### src/rtl/mtu_pkg.sv
package mtu_pkg;
   localparam int PSC_W        = 10;
   localparam int CTRL_IE_BIT  = 5;
   localparam int CTRL_FLG_BIT = 8;
   localparam logic [2:0] SEL_MAX = 3'd4;

   // terminal value of the prescaler for a given select (divide by 4^(sel+1))
   function automatic logic [PSC_W-1:0] psc_last(input logic [2:0] sel);
      logic [PSC_W-1:0] v;
      v = '0;
      for (int k = 0; k < PSC_W; k++)
         if (k < 2 + 2 * int'(sel)) v[k] = 1'b1;
      return v;
   endfunction

   function automatic int chan_base(input int idx);
      return (idx == 0) ? 8 : (idx == 1) ? 20 : 32;
   endfunction

   function automatic int chan_end(input int idx);
      return (idx == 0) ? 20 : (idx == 1) ? 32 : 48;
   endfunction
endpackage

### src/rtl/mtu_prescale.sv
module mtu_prescale
   import mtu_pkg::*;
(
   input  logic       clk,
   input  logic       rst_n,
   input  logic       en,
   input  logic       clr,
   input  logic [2:0] sel,
   output logic       tick
);
   logic [PSC_W-1:0] phase_q;

   assign tick = en && (phase_q == psc_last(sel));

   always_ff @(posedge clk) begin
      if (!rst_n || clr)  phase_q <= '0;
      else if (en)        phase_q <= tick ? '0 : phase_q + 1'b1;
   end

   // phase is frozen while the channel is stopped
   assert_phase_hold_R4: assert property (@(posedge clk) disable iff (!rst_n)
      (!en && !clr) |=> $stable(phase_q));
endmodule

### src/rtl/mtu_channel.sv
module mtu_channel
   import mtu_pkg::*;
#(
   parameter int CNT_W    = 32,
   parameter bit HAS_CAPT = 1'b0
) (
   input  logic        clk,
   input  logic        rst_n,
   input  logic        run,
   input  logic        sel,
   input  logic        wr,
   input  logic [1:0]  word,
   input  logic [31:0] wdata,
   output logic [31:0] rdata,
   output logic        bad,
   output logic        irq
);
   if (CNT_W < 8 || CNT_W > 32) begin : g_bad_width
      $error("mtu_channel: CNT_W must lie in 8..32");
   end

   logic [CNT_W-1:0] reload_q, count_q;
   logic [2:0]       psel_q;
   logic             ie_q, flag_q;
   logic [31:0]      capt_val;
   logic             do_wr, tick, unf, ctl_wr, cnt_wr;

   assign bad    = (word == 2'd3 && !HAS_CAPT) ||
                   (wr && word == 2'd2 && wdata[2:0] > SEL_MAX);
   assign do_wr  = sel && wr && !bad;
   assign ctl_wr = do_wr && word == 2'd2;
   assign cnt_wr = do_wr && word == 2'd1;
   assign unf    = tick && (count_q == '0);

   mtu_prescale u_psc (
      .clk  (clk),
      .rst_n(rst_n),
      .en   (run),
      .clr  (ctl_wr),
      .sel  (psel_q),
      .tick (tick)
   );

   always_ff @(posedge clk) begin
      if (!rst_n) begin
         reload_q <= '1;
         count_q  <= '1;
         psel_q   <= '0;
         ie_q     <= 1'b0;
         flag_q   <= 1'b0;
      end else begin
         if (do_wr && word == 2'd0) reload_q <= wdata[CNT_W-1:0];
         if (cnt_wr)                count_q  <= wdata[CNT_W-1:0];
         else if (tick)             count_q  <= unf ? reload_q : count_q - 1'b1;
         if (ctl_wr) begin
            psel_q <= wdata[2:0];
            ie_q   <= wdata[CTRL_IE_BIT];
         end
         if (unf)                                 flag_q <= 1'b1;
         else if (ctl_wr && !wdata[CTRL_FLG_BIT]) flag_q <= 1'b0;
      end
   end

   if (HAS_CAPT) begin : g_capt
      logic [31:0] capt_q;
      always_ff @(posedge clk) begin
         if (!rst_n)                     capt_q <= '0;
         else if (do_wr && word == 2'd3) capt_q <= wdata;
      end
      assign capt_val = capt_q;
   end else begin : g_no_capt
      assign capt_val = '0;
   end

   assign irq = flag_q && ie_q;

   always_comb begin
      case (word)
         2'd0:    rdata = 32'(reload_q);
         2'd1:    rdata = 32'(count_q);
         2'd2:    rdata = {23'b0, flag_q, 2'b0, ie_q, 2'b0, psel_q};
         default: rdata = capt_val;
      endcase
   end

   assert_count_hold_R4: assert property (@(posedge clk) disable iff (!rst_n)
      (!run && !cnt_wr) |=> $stable(count_q));
   assert_step_down_R6: assert property (@(posedge clk) disable iff (!rst_n)
      (tick && count_q != '0 && !cnt_wr) |=> count_q == $past(count_q) - 1'b1);
   assert_reload_R7: assert property (@(posedge clk) disable iff (!rst_n)
      (unf && !cnt_wr) |=> count_q == $past(reload_q));
   assert_flag_wins_R9: assert property (@(posedge clk) disable iff (!rst_n)
      unf |=> flag_q);
endmodule

### src/rtl/multi_timer_unit.sv
module multi_timer_unit
   import mtu_pkg::*;
#(
   parameter int ADDR_W     = 6,
   parameter int CNT_W      = 32,
   parameter bit HAS_CH2    = 1'b1,
   parameter bit HAS_OUTCTL = 1'b1
) (
   input  logic              clk,
   input  logic              rst_n,
   input  logic              req_valid,
   input  logic              req_write,
   input  logic [ADDR_W-1:0] req_addr,
   input  logic [31:0]       req_wdata,
   output logic              rsp_valid,
   output logic [31:0]       rsp_rdata,
   output logic              rsp_err,
   output logic [2:0]        irq,
   output logic              out_ctrl
);
   localparam int NCH = HAS_CH2 ? 3 : 2;

   if (ADDR_W < 6) begin : g_bad_addr
      $error("multi_timer_unit: ADDR_W must be at least 6");
   end

   logic [2:0]  start_q;
   logic [2:0]  in_ch, ch_bad;
   logic [31:0] ch_rd [3];
   logic        is_outctl, is_start, bad;
   logic [31:0] rd_val;

   assign is_outctl = (req_addr[ADDR_W-1:2] == '0);
   assign is_start  = (req_addr[ADDR_W-1:2] == (ADDR_W-2)'(1));

   for (genvar i = 0; i < 3; i++) begin : g_ch
      if (i < NCH) begin : g_on
         localparam int BASE = chan_base(i);
         logic [ADDR_W-1:0] off;
         assign in_ch[i] = int'(req_addr) >= BASE && int'(req_addr) < chan_end(i);
         assign off      = req_addr - ADDR_W'(BASE);
         mtu_channel #(.CNT_W(CNT_W), .HAS_CAPT(i == 2)) u_chan (
            .clk  (clk),
            .rst_n(rst_n),
            .run  (start_q[i]),
            .sel  (req_valid && in_ch[i]),
            .wr   (req_write),
            .word (off[3:2]),
            .wdata(req_wdata),
            .rdata(ch_rd[i]),
            .bad  (ch_bad[i]),
            .irq  (irq[i])
         );
      end else begin : g_off
         assign in_ch[i]  = 1'b0;
         assign ch_bad[i] = 1'b0;
         assign ch_rd[i]  = '0;
         assign irq[i]    = 1'b0;
      end
   end

   always_comb begin
      rd_val = '0;
      bad    = 1'b0;
      if (is_outctl) begin
         bad    = !HAS_OUTCTL;
         rd_val = {31'b0, out_ctrl};
      end else if (is_start) begin
         bad    = req_write && !HAS_CH2 && req_wdata[2];
         rd_val = {29'b0, start_q};
      end else if (|in_ch) begin
         for (int i = 0; i < 3; i++)
            if (in_ch[i]) begin
               bad    = ch_bad[i];
               rd_val = ch_rd[i];
            end
      end else begin
         bad = 1'b1;
      end
   end

   if (HAS_OUTCTL) begin : g_outctl
      logic oc_q;
      always_ff @(posedge clk) begin
         if (!rst_n) oc_q <= 1'b0;
         else if (req_valid && req_write && is_outctl) oc_q <= req_wdata[0];
      end
      assign out_ctrl = oc_q;
   end else begin : g_no_outctl
      assign out_ctrl = 1'b0;
   end

   always_ff @(posedge clk) begin
      if (!rst_n) begin
         start_q   <= '0;
         rsp_valid <= 1'b0;
         rsp_err   <= 1'b0;
         rsp_rdata <= '0;
      end else begin
         if (req_valid && req_write && is_start && !bad) start_q <= req_wdata[2:0];
         rsp_valid <= req_valid;
         rsp_err   <= req_valid && bad;
         rsp_rdata <= (req_valid && !req_write && !bad) ? rd_val : '0;
      end
   end

   assert_err_valid_R12: assert property (@(posedge clk) disable iff (!rst_n)
      rsp_err |-> rsp_valid);
   assert_err_zero_R12: assert property (@(posedge clk) disable iff (!rst_n)
      rsp_err |-> rsp_rdata == '0);
   assert_latency_R13: assert property (@(posedge clk) disable iff (!rst_n)
      req_valid |=> rsp_valid);
   assert_drop_start_R12: assert property (@(posedge clk) disable iff (!rst_n)
      (req_valid && req_write && is_start && bad) |=> $stable(start_q));
   if (!HAS_CH2) begin : g_chk_two
      assert_no_bit2_R11: assert property (@(posedge clk) disable iff (!rst_n)
         !start_q[2] && !irq[2]);
   end
endmodule

### config.mk
export PLATFORM = sky130hd
export DESIGN_NAME = multi_timer_unit
export DESIGN_NICKNAME = d
export VERILOG_FILES = /design/src/rtl/mtu_pkg.sv /design/src/rtl/mtu_prescale.sv /design/src/rtl/mtu_channel.sv /design/src/rtl/multi_timer_unit.sv
export SDC_FILE = /design/constraint.sdc
export NUM_CORES = 1
export LEC_CHECK = 0
export BUFFER_PORTS_ARGS = -buffer_cell sky130_fd_sc_hd__buf_2
export CORE_ASPECT_RATIO = 0.7
export CORE_MARGIN = 10
export CORE_UTILIZATION = 45
export CTS_BUF_LIST = sky130_fd_sc_hd__clkbuf_8
export CTS_CLUSTER_DIAMETER = 80
export DETAILED_ROUTE_END_ITERATION = 12
export REMOVE_ABC_BUFFERS = 1
export SYNTH_ARGS = -nofsm -noshare
export SYNTH_HDL_FRONTEND = slang
export SYNTH_SLANG_ARGS = --single-unit
### constraint.sdc
create_clock -name clk -period 2.7 [get_ports clk]
set_input_delay 0 -clock clk [delete_from_list [all_inputs] [get_ports clk]]
set_output_delay 0 -clock clk [all_outputs]
set_load 0.05 [all_outputs]
**Yosys cells after proc, flatten, opt, wreduce, memory -nomap -nowiden**

Cells that the tools add are included.

- Flip-flop bits (word level): 307
- Bits of input ports: 42
- Output and inout port bits: 38
- Word-level logic and storage cells: 230

- Add/subtract/negate cells: 12
- Order comparisons: 37
- Eq/ne operators: 13
- Muxes and demuxes: 63
- Bitwise logic cells: 3
- Reduce and logical (&&, ||, !) cells: 76

Operator list:

| kind | count |
|---|---|
| 4-bit by 32-bit < comparator with 1-bit output (first input constant) | 12 |
| 32-bit two-way mux | 12 |
| 32-bit one-hot mux with 3 select lines | 3 |
| 3-bit by 32-bit < comparator with 1-bit output (first input constant) | 6 |
| 32-bit logical NOT | 3 |
| 1-bit by 32-bit < comparator with 1-bit output (first input constant) | 3 |
| 2-bit by 32-bit < comparator with 1-bit output (first input constant) | 3 |
| 5-bit by 32-bit < comparator with 1-bit output (first input constant) | 3 |
| 32-bit by 1-bit subtractor with 32-bit output (second input constant) | 3 |
| 1-bit logical AND | 47 |
| 1-bit two-way mux | 43 |
| 10-bit by 1-bit adder with 10-bit output (second input constant) | 3 |
| 10-bit == test | 3 |
| 10-bit two-way mux | 3 |
| 2-bit by 4-bit adder with 5-bit output (first input constant) | 3 |
| 4-bit by 5-bit < comparator with 1-bit output (first input constant) | 3 |
| 2-bit == test (second input constant) | 6 |
| 6-bit < comparator (second input constant) | 2 |
| 2-bit nonzero test | 6 |
| 1-bit logical NOT | 7 |
| 2-bit by 1-bit == test with 1-bit output (second input constant) | 3 |
| 6-bit by 4-bit >= comparator with 1-bit output (second input constant) | 1 |
| 6-bit by 5-bit >= comparator with 1-bit output (second input constant) | 1 |
| 6-bit >= comparator (second input constant) | 1 |
| other kinds (14) | 24 |

**Logic depth before layout (Yosys ltp)**

- Depth after elaboration: 15
- Gate-level depth with buffers: 12
- Gate-level depth less buffers: 9

**Hierarchy**

A second synthesis with hierarchy kept.

- Cell total of the unflattened synthesis: 2248
- Area total of the unflattened synthesis: 17663.2 um^2

Modules (own cells, without submodules):

| module | instances | cells each | area an instance (um^2) | seq. area each (um^2) |
|---|---|---|---|---|
| mtu_channel (g_ch[0].g_on.u_chan ...) | 2 | 539 | 4070.2 | 1381.3 |
| mtu_channel (g_ch[2].g_on.u_chan) | 1 | 693 | 5446.5 | 2021.9 |
| mtu_prescale | 3 | 83 | 711.9 | 200.2 |
| multi_timer_unit | 1 | 228 | 1940.6 | 760.7 |

**Worst setup path after synthesis**

OpenSTA, ideal clock, no wires.

- Kind: reg-to-reg
- Start point: register g_ch[2].g_on.u_chan.psel_q[1]
- End point: register g_ch[2].g_on.u_chan.count_q[12]
- Setup time: 0.141 ns
- Arrival: 2.783 ns
- Required time: 2.559 ns
- Setup slack: -0.224 ns
- Stages on the path, launching flop included: 11
- Buffers on the path: 2
- Period minus slack after synthesis: 2.924 ns
- Cells stage by stage: dfxtp_1 -> ha_1 -> a21bo_2 -> a2111oi_4 -> mux2i_1 -> or4_4 -> or3_1 -> buf_6 -> buf_6 -> o211ai_2 -> nand4_1

- Word-level cells in the longest chain between the ends: 9
- Elaborated cells on any way between the ends: 28
- Those cells by class: 1 x add/sub; 10 x order compare; 1 x eq/ne; 13 x mux; 3 x reduce/logical

RTL lines:

| element | RTL line | text |
|---|---|---|
| start: declaration | mtu_channel.sv:23 | `logic [2:0] psel_q;` |
| start signal: assignment | mtu_channel.sv:56 | `psel_q <= wdata[2:0];` |
| 2-bit by 4-bit adder with 5-bit output (*) | mtu_pkg.sv:12 | `if (k < 2 + 2 * int'(sel)) v[k] = 1'b1;` |
| 1-bit by 32-bit < comparator with 1-bit output, or another cell as far along | mtu_pkg.sv:12 |  |
| 1-bit two-way mux | mtu_pkg.sv:12 |  |
| 10-bit == test (*) | mtu_prescale.sv:13 | `assign tick = en && (phase_q == psc_last(sel));` |
| 1-bit logical AND (*) | mtu_prescale.sv:13 |  |
| 1-bit logical AND | mtu_channel.sv:33 | `assign unf = tick && (count_q == '0);` |
| 32-bit two-way mux (2 in a row) | mtu_channel.sv:54 | `else if (tick) count_q <= unf ? reload_q : count_q - 1'b1;` |
| 32-bit two-way mux | mtu_channel.sv:53 | `if (cnt_wr) count_q <= wdata[CNT_W-1:0];` |
| end signal: assignment | mtu_channel.sv:53 |  |
| end signal: assignment | mtu_channel.sv:54 |  |
| end: declaration | mtu_channel.sv:22 | `logic [CNT_W-1:0] reload_q, count_q;` |

Every way passes the cells marked *; elsewhere a longest branch is shown, timed or not. The select of a mux whose other input is x is not followed.
A chain may end at the register's enable or synchronous reset.

**Worst setup path in the final report**

- Start point: register g_ch[2].g_on.u_chan.psel_q[0]
- End point: register g_ch[2].g_on.u_chan.count_q[16]

Same word-level chain as after synthesis.

==> results.tsv <==
metric	value	unit
number of global-route vias before repair	16400	
number of synthesized flops with an enable pin	0	
crit path time final	2.81	ns
WP data required	3.20	ns
Die Wd	250	um
Antenna Cells	0	
final period utilization	104	%
Lkg Pwr	8.16	nW
critical path startpoint category	flop	
Clock Tree Root	clkbuf_8	
Setup Viol. Count Final	29	
Slew @ Worst Pin	1.08	ns
worst setup margin	-0.107	ns
Hold Violations, Final	0	
Power Total	9.63	mW
Synth Flop Type	dfxtp_1	
core area	0.0363	mm2
gr usage total	26.1	%
syn avg cell area	7.70	um2
status	complete, but fails checks	
Initial Util	46.0	%
CTS tree	built	
synth top area cells	dfxtp_1 37%, nand2_1 9.9%, nand3_1 4.6%	
Yosys cell types	78	
PortBufs	77	
fillers	3425	
row cnt	58	
Via Count	17400	
share of layout cells above drive strength 1	19.4	%
routed len/inst	21.7	um
violated checks	setup timing	
routability cong.	0.940	
Clock Skew	0.0302	ns
initial antenna violation count	1	
Routed Antenna Nets	0	
first-pass GRT wire length	96.1	mm
RSZ-0062 raised after global routing	true	
VDD IR max	339	uV
CP arrival	3.31	ns
Layout area overhead	21.9	%
asr flop ratio synth	0	%
maxcap violations	0	
Clock transition at path regs	0.07	ns
Via density	6.08	
Max Clk Rate	0.356	GHz
GR Overflow Total	0	
mapped cell area	0.0167	mm2
Crit Path Class	reg -> reg	
final WL	62.1	mm
Setup crit end kind	flop	
# IOs	80	
First-pass DRT Iterations	6	
post-route cell area	0.0203	mm2
Max Slew Vio Count	0	
#FFs+latches synth	307	
largest area contributor in the netlist	dfxtp_1	
DRC	0	
Pwr Density	474	mW/mm2
full die area	0.0453	mm2
H-Tree Depth	2	
Syn Inst Count	2168	
yosys warns	0	
CP max FO	11	
Clock Latency Late Sink	0.63	ns
Hold Path Class	in -> reg	
most frequent cell after synthesis	nand2_1	
DP HPWL	44.3	mm
WHS	0.171	ns
Max Root-Sink Buffers	3	
sequential cell area fraction in the yosys report	36.8	%
Synth top area share	36.8	%
initial drt markers	2116	
total CTS buffers	51	
ranking of synthesized cells by instance count	440 x nand2_1, 307 x dfxtp_1, 156 x nor2_1, 154 x nand3_1, 142 x clkbuf_1	
dpl cell area	0.0184	mm2
Die Ht	181	um
layout net count	2404	
clk sink count	307	
largest net degree at the start of global routing	54	
relative slew slack	28.1	%
report_power, final:
part / switching [mW] / leakage [nW] / internal (mW)
clock: 2.01 / 0.589 / 2.10
combinational: 0.594 / 5.08 / 0.298
sequential: 0.0512 / 2.49 / 4.58
total: 2.65 / 8.16 / 6.98
through the flow:
step | utilization (%) | instances | worst slack [ns] | TNS (ns)
3_3_place_gp | 50.6 | 2723 | -0.132 | -2.65
3_5_place_dp | 50.6 | 2723 | -0.249 | -7.56
4_1_cts | 55.0 | 2853 | -0.102 | -1.69
6_report | 56.1 | 2864 | -0.107 | -1.71
5_1_grt | 56.1 | 2864 | -0.171 | -4.08
2_1_floorplan | - | 2007 | -1.49 | -122.48
metal layers:
metal / global-route usage [%] / wire length (um) / vias up
li1: - / - / 8125
met1: 37.9 / 28100 / 8281
met2: 36.2 / 25100 / 901
met3: 7.65 / 7360 / 105
met4: 7.31 / 1450 / 0
met5: 0 / 0 / -
path summary, 6_finish.rpt:
kind | from | slack [ns] | cells after the start | to
max | g_ch[2].g_on.u_chan.psel_q[0]$_SDFFE_PN0P_ | -0.11 | 9 | g_ch[2].g_on.u_chan.count_q[16]$_SDFFE_PN1P_
min | req_addr[2] | 0.17 | 5 | rsp_rdata[2]$_SDFF_PP0_
max reg2reg | g_ch[2].g_on.u_chan.psel_q[0]$_SDFFE_PN0P_ | -0.11 | 9 | g_ch[2].g_on.u_chan.count_q[16]$_SDFFE_PN1P_
min reg2reg | g_ch[2].g_on.u_chan.capt_val[4]$_SDFFE_PN0P_ | 0.45 | 2 | g_ch[2].g_on.u_chan.capt_val[4]$_SDFFE_PN0P_
cells by family (layout without fill, tap and decap cells):
kind of cell / count (synthesis) / count (layout) / share of synthesized area [%]
adder cells (fa/ha/maj): 14 / 14 / 1.05
AND/OR/NAND/NOR: 1024 / 1024 / 28.6
flip-flops: 307 / 307 / 36.8
XOR/XNOR: 69 / 69 / 3.62
buffers and inverters: 182 / 398 / 4.37
AO/OA/AOI/OAI: 460 / 460 / 18.0
multiplexers: 112 / 112 / 7.52
worst max-delay path: stages, from the launching register on:
cell and delay, ns:
dfxtp_2 0.37, ha_4 0.14, a21bo_4 0.24, a21oi_2 0.14, mux2_4 0.32, or4_4 0.57, or3_4 0.46, buf_12 0.18
o211ai_2 0.15, nand4_1 0.10
timing repair:
item,CTS,global route
pin swaps,11,27
hold buffers,39,0
setup buffers,0,10
cloned,2,1
endpoints found under the setup margin,76,90
hold endpoints to repair,250,0
gates resized for setup,41,87
cell type report:
cell class	count	area (um2)	area share (%)
inverters	21	78.8	0.387
flip-flops and latches	307	6160	30.3
clock inverters	29	149	0.732
clock buffers	60	826	4.06
multi-input cells	1679	10200	50.3
repair buffers	288	2310	11.4
well taps	480	601	2.95
flip-flops by register name, indices dropped and copies added, names as in the netlist, 3 cells and up:
name / cells
g_ch.g_on.u_chan.count_q: 96
start_q: 3
g_ch.g_on.u_chan.psel_q: 9
g_ch.g_on.u_chan.u_psc.phase_q: 30
rsp_rdata: 32
g_ch.g_on.u_chan.flag_q: 3
g_ch.g_on.u_chan.reload_q: 96
g_ch.g_on.u_chan.capt_val: 32
g_ch.g_on.u_chan.ie_q: 3
cells in the final DEF (no fill, tap or decap), drive strengths merged, types with 10 or more instances in the layout:
cell type / synthesis / final
inv: 20 / 46
o22ai: 36 / 36
o32ai: 11 / 11
dlygate4sd3: 0 / 39
buf: 18 / 247
nor3: 49 / 49
nor4: 27 / 27
xnor2: 27 / 27
mux2: 37 / 37
nand4: 27 / 27
a21oi: 104 / 104
clkbuf: 143 / 61
o21ai: 97 / 97
ha: 14 / 14
xor2: 42 / 42
nand3: 154 / 154
or4: 28 / 28
and2: 44 / 44
and3: 17 / 17
nand2b: 17 / 17
dfxtp: 307 / 307
a31oi: 42 / 42
nand3b: 11 / 11
or3: 18 / 18
o211ai: 46 / 46
nor2: 157 / 157
or2: 10 / 10
mux2i: 68 / 68
a22oi: 56 / 56
nand2: 440 / 440
Power figures use the tool's default switching activity.
